File: src/rtl/sbcmd_pkg.sv
package sbcmd_pkg;
    localparam int unsigned DW        = 32;
    // word indices whose placement software depends on
    localparam int unsigned W_CMD     = 2;
    localparam int unsigned W_EN      = 6;
    localparam int unsigned W_STS     = 7;
    localparam int unsigned W_TXBUF   = 8;
    localparam int unsigned W_RXBUF   = 12;
    localparam logic [DW-1:0] DONE_CODE = 32'h0000_0040;
    localparam logic [DW-1:0] DONE_MASK = 32'h0000_0001;

    typedef struct packed {
        logic irq;
        logic err;
    } ctl_t;
endpackage

File: src/rtl/sbcmd_decode.sv
module sbcmd_decode #(
    parameter int unsigned ADDR_W    = 8,
    parameter int unsigned NUM_WORDS = 16,
    localparam int unsigned IDX_W    = $clog2(NUM_WORDS)
) (
    input  logic [ADDR_W-1:0] addr,
    output logic [IDX_W-1:0]  idx,
    output logic              in_range,
    output logic              is_cmd,
    output logic              is_sts
);
    localparam int unsigned WA_W = ADDR_W - 2;
    // NUM_WORDS must be representable in WA_W bits
    localparam logic [WA_W-1:0] LIMIT = WA_W'(NUM_WORDS);

    logic [WA_W-1:0] word;

    always_comb begin
        word     = addr[ADDR_W-1:2];
        in_range = word < LIMIT;
        idx      = word[IDX_W-1:0];
        is_cmd   = in_range && (idx == IDX_W'(sbcmd_pkg::W_CMD));
        is_sts   = in_range && (idx == IDX_W'(sbcmd_pkg::W_STS));
    end
endmodule

File: src/rtl/sbcmd_fire.sv
module sbcmd_fire (
    input  logic we,
    input  logic hit_cmd,
    input  logic fire_bit,
    input  logic pending,
    output logic accept,
    output logic reject
);
    logic attempt;

    always_comb begin
        attempt = we && hit_cmd && fire_bit;
        accept  = attempt && !pending;
        reject  = attempt && pending;
    end
endmodule

File: src/rtl/sbcmd_regs.sv
module sbcmd_regs #(
    parameter int unsigned ADDR_W    = 8,
    parameter int unsigned NUM_WORDS = 16
) (
    input  logic                     clk,
    input  logic                     rst_n,
    input  logic [ADDR_W-1:0]        bus_addr,
    input  logic                     bus_we,
    input  logic [sbcmd_pkg::DW-1:0] bus_wdata,
    output logic [sbcmd_pkg::DW-1:0] bus_rdata,
    output logic                     irq_o,
    output logic                     proto_err_o
);
    import sbcmd_pkg::*;

    localparam int unsigned IDX_W = $clog2(NUM_WORDS);

    logic [DW-1:0] regs_q [NUM_WORDS];
    logic [DW-1:0] regs_d [NUM_WORDS];
    ctl_t          ctl_q, ctl_d;

    logic [IDX_W-1:0] idx;
    logic             in_range, is_cmd, is_sts;
    logic             accept, reject;
    logic [DW-1:0]    sts_masked;

    sbcmd_decode #(.ADDR_W(ADDR_W), .NUM_WORDS(NUM_WORDS)) u_decode (
        .addr     (bus_addr),
        .idx      (idx),
        .in_range (in_range),
        .is_cmd   (is_cmd),
        .is_sts   (is_sts)
    );

    sbcmd_fire u_fire (
        .we       (bus_we),
        .hit_cmd  (is_cmd),
        .fire_bit (bus_wdata[0]),
        .pending  (regs_q[W_STS] != '0),
        .accept   (accept),
        .reject   (reject)
    );

    always_comb begin
        regs_d     = regs_q;
        ctl_d      = ctl_q;
        ctl_d.err  = reject;
        sts_masked = regs_q[W_EN] & DONE_MASK;
        if (accept) begin
            regs_d[W_TXBUF] = DONE_CODE;
            regs_d[W_RXBUF] = DONE_CODE;
            regs_d[W_STS]   = sts_masked;
            if (sts_masked != '0) begin
                ctl_d.irq = 1'b1;
            end
        end else if (bus_we && in_range && !is_cmd) begin
            if (is_sts) begin
                regs_d[W_STS] = regs_q[W_STS] & ~bus_wdata;
                if (regs_d[W_STS] == '0) begin
                    ctl_d.irq = 1'b0;
                end
            end else begin
                regs_d[idx] = bus_wdata;
            end
        end
    end

    always_ff @(posedge clk) begin
        if (!rst_n) begin
            for (int i = 0; i < NUM_WORDS; i++) begin
                regs_q[i] <= '0;
            end
            ctl_q <= '0;
        end else begin
            regs_q <= regs_d;
            ctl_q  <= ctl_d;
        end
    end

    always_comb begin
        bus_rdata = (in_range && !is_cmd) ? regs_q[idx] : '0;
    end

    assign irq_o       = ctl_q.irq;
    assign proto_err_o = ctl_q.err;

    // completion code present in both buffers after an accepted fire
    a_r3_done_code: assert property (@(posedge clk) disable iff (!rst_n)
        accept |=> (regs_q[W_TXBUF] == DONE_CODE) && (regs_q[W_RXBUF] == DONE_CODE));

    // a refused fire flags an error and leaves the status untouched
    a_r6_reject_flag: assert property (@(posedge clk) disable iff (!rst_n)
        reject |=> proto_err_o && $stable(regs_q[W_STS]) && $stable(regs_q[W_TXBUF]));

    // the interrupt level follows a nonzero status
    a_r10_irq_level: assert property (@(posedge clk) disable iff (!rst_n)
        irq_o == (regs_q[W_STS] != '0));

    // the command word never reads back anything
    a_r1_cmd_zero: assert property (@(posedge clk) disable iff (!rst_n)
        is_cmd |-> bus_rdata == '0);

    // a command write without the fire bit raises no error
    a_r2_no_fire: assert property (@(posedge clk) disable iff (!rst_n)
        (bus_we && is_cmd && !bus_wdata[0]) |=> !proto_err_o);
endmodule

File: config.mk
export PLATFORM = sky130hd
export DESIGN_NAME = sbcmd_regs
export DESIGN_NICKNAME = d
export VERILOG_FILES = /design/src/rtl/sbcmd_pkg.sv /design/src/rtl/sbcmd_decode.sv /design/src/rtl/sbcmd_fire.sv /design/src/rtl/sbcmd_regs.sv
export SDC_FILE = /design/constraint.sdc
export NUM_CORES = 1
export LEC_CHECK = 0
export ABC_AREA = 1
export BUFFER_PORTS_ARGS = -buffer_cell sky130_fd_sc_hd__clkbuf_2
export CORE_MARGIN = 8
export CORE_UTILIZATION = 36
export CTS_CLUSTER_DIAMETER = 30
export DETAILED_ROUTE_END_ITERATION = 10
export MAX_ROUTING_LAYER = met4
export SYNTH_ARGS = -nofsm -noshare
export SYNTH_HDL_FRONTEND = slang
export SYNTH_SLANG_ARGS = --single-unit
File: constraint.sdc
create_clock -name clk -period 1.5 [get_ports clk]
set_input_delay 0.075 -clock clk [delete_from_list [all_inputs] [get_ports clk]]
set_output_delay 0.075 -clock clk [all_outputs]
set_load 0.05 [all_outputs]
==> impl_metrics.toml <==
[placed_design]
place_inst = 4385
port_buffers = 74
dpl.hpwl_um = 54300
gp_congestion = 0.853

[timing]
finalWorstSetupSlack_ns = -0.492
hold_ws_ns = 0.0331
rsz0062_at_grt = "yes"
tightest_slew_ns = 0.618
setup_tns_ns = -30.84
period_minus_slack_ns = 1.99
period_share_pct = 133
finClkSkew_ns = 0.0230
hold_viol = 0
maxSlewViolCount = 0
slew_headroom_pct = 58.8
setup_viol = 126
max_freq_ghz = 0.502

[clock_tree]
numClockSinks = 514
clk_latency_ns = 0.66
cts_buffer_depth = 3
clockRootBuffer = "clkbuf_16"
htreeDepth = 3
clkTransAtPathRegs_ns = 0.05
cts_tree = "yes"
cts-buffers-inserted = 117

[global_route]
grt_pass1_wl_um = 137000
antenna_found_initial = 0
gr-usage-all-layers_pct = 23.8
grt_max_degree = 64
grt.overflow.total = 0
grt_pass1_vias = 23335

[run]
cap_viol_max_count = 0

[worst_setup_path]
crit_path_max_incr_delay_ns = 0.29
worstSetupEndpointType = "output port"
r2r_cells = 13
crit_buf_inv = 3
timing.rr.end = "regs_q[120]"
crit_path_start_kind = "register"
cp_data_arrival_time_ns = 1.92
setup.worst_path.class = "register to output port"
crit_chain = "inv_1, o21ai_1, o21ai_1, nand3_2, nor2_4, buf_6, nor2_4, buf_12"
reg2reg_setup_slack_ns = -0.31
crit_slowest_cell = "dfxtp_1"
required_ns = 1.42
path_delay_family = "buffers and inverters"
reg2reg_from = "regs_q[271]"
path_max_fanout = 2

[min_path]
holdPathStages = 5
hp-class = "input pin to register"
min_from = "bus_addr[4]"
min_to = "regs_q[486]"

[final_layout]
n_antenna_cell = 0
syn_to_final_growth_pct = 45.0
drive_gt1_share_pct = 23.0
final_cells = 4687
final_cell_mix = "nand2_1, dfxtp_1, a21oi_1"
layout_commonest_cell = "nand2_1"
finalNetCount = 3781

[drt]
vias = 24951
via_per_inst = 5.32
first_pass_iters = 5
drtIter0Drc = 2435
routed_wirelength_um = 89400
wl_per_cell_um = 19.1
drcViolationCount = 0
ant_nets = 0

[status]
status = "finished, violations left"
violations = "setup timing"

[die]
initial_core_util_pct = 36.2
io_pins = 77
fp.coreArea_mm2 = 0.0641
die_y_um = 270
rows = 93
die_area_mm2 = 0.0729
die_w_um = 270

[power_and_ir_drop]
ir_drop_v = 0.000824
switching_share_pct = 23.2
p_clk_share_pct = 61.2
intPower_mw = 32.8
powerDensity_mw_per_mm2 = 1270
p_sw_mw = 9.94
p_comb_share_pct = 6.5
leakagePower_nw = 13.9
power_mw = 42.8
seqPwrFrac_pct = 32.2

[synth]
netlist_instances = 3461
synth.net_count = 3504
yosysUniqueCellTypes = 19
seq_area_frac_synth_pct = 44.3
ys_top_cells_by_area = "dfxtp_1, nand2_1, a21oi_1"
synth_top_area_share_pct = 44.3
ys_ff_latch = 514
avgSynthCellArea_um2 = 6.71
synth_warnings = 0
synth_top_area_cell = "dfxtp_1"
synthesis.area_mm2 = 0.0232
## synthesized netlist by cell type
master	count
a21oi_1	388
a22oi_1	128
buf_1	38
buf_2	66
buf_4	2
clkbuf_1	195
clkinv_1	1
dfxtp_1	514
inv_1	176
inv_2	3
nand2_1	1200
nand3_1	21
nand3_2	2
nand4_1	191
nor2_1	302
nor2_2	5
nor3_1	1
nor4_1	1
o21ai_0	227
## area by class of cell
type,count,area [µm²]
timing repair buffer,459,5410
fill,5805,30400
tap,855,1070
clock buffer,155,3270
clock inverter,58,810
multi-input combinational,2466,12100
inverter,180,687
sequential,514,10300
## flip-flops by register name, indices dropped and copies added, names as in the netlist
name	count
irq_o	1
proto_err_o	1
regs_q	512
## per-layer routing
layer  global-route usage [%]  wire, µm  vias to the layer above
met1                     31.0     38700                    11791
met2                     37.1     41200                     1041
li1                         -         -                    11914
met3                     3.61      6540                      205
met4                     8.71      2940                        0
met5                        -         0                        -
## timing repair
action | 4_1_cts | 5_1_grt
buffers inserted | 42 | 11
pin swaps | 111 | 56
hold buffers | 35 | 0
gates resized for setup | 309 | 90
endpoints found under the hold margin | 508 | 0
endpoints found under the setup margin | 125 | 130
cloned | 11 | 4
## power by group through the flow
stage / sequential, mW / clock [mW] / combinational (mW)
after global routing: 13.8 / 27.2 / 2.89
after floorplan: 14.0 / 0 / 1.01
after CTS: 13.8 / 26.4 / 2.64
after global placement: 14.0 / 0 / 2.30
final: 13.8 / 26.2 / 2.78
after detailed placement: 14.0 / 0 / 2.29
## how the worst max path moves through the flow
stage	start	to	cells past startpoint	slack (ns)
2_1_floorplan	bus_addr[3]	bus_rdata[31]	9	-0.11
3_3_place_gp	bus_addr[2]	bus_rdata[21]	13	-0.50
3_5_place_dp	bus_addr[2]	bus_rdata[21]	13	-0.48
4_1_cts	regs_q[272]	bus_rdata[16]	9	-0.52
5_1_grt	regs_q[272]	bus_rdata[16]	9	-0.59
6_report	regs_q[404]	bus_rdata[20]	8	-0.49
## worst min-delay path, stage by stage
cell and delay, ns:
clkbuf_2 0.18, nor2_4 0.07, buf_12 0.16, nand4_1 0.09, a21oi_1 0.06
## logic make-up (layout without fill, tap and decap cells)
| family | Yosys count | after routing | share of synthesized area (%) |
|---|---|---|---|
| DFF | 514 | 514 | 44.3 |
| and+or+nand+nor | 1723 | 1723 | 30.1 |
| AOI/OAI and AO/OA | 743 | 743 | 17.4 |
| buffers and inverters | 481 | 852 | 8.16 |
## stage by stage
step	utilization [%]	setup slack, ns	instance area [µm²]
floorplan	-	-0.109	23500
global placement	42.7	-0.504	27400
detailed placement	42.7	-0.475	27400
CTS	52.0	-0.524	33300
global route	52.5	-0.590	33700
finish	52.5	-0.492	33700
(Power assumes the default switching activity.)
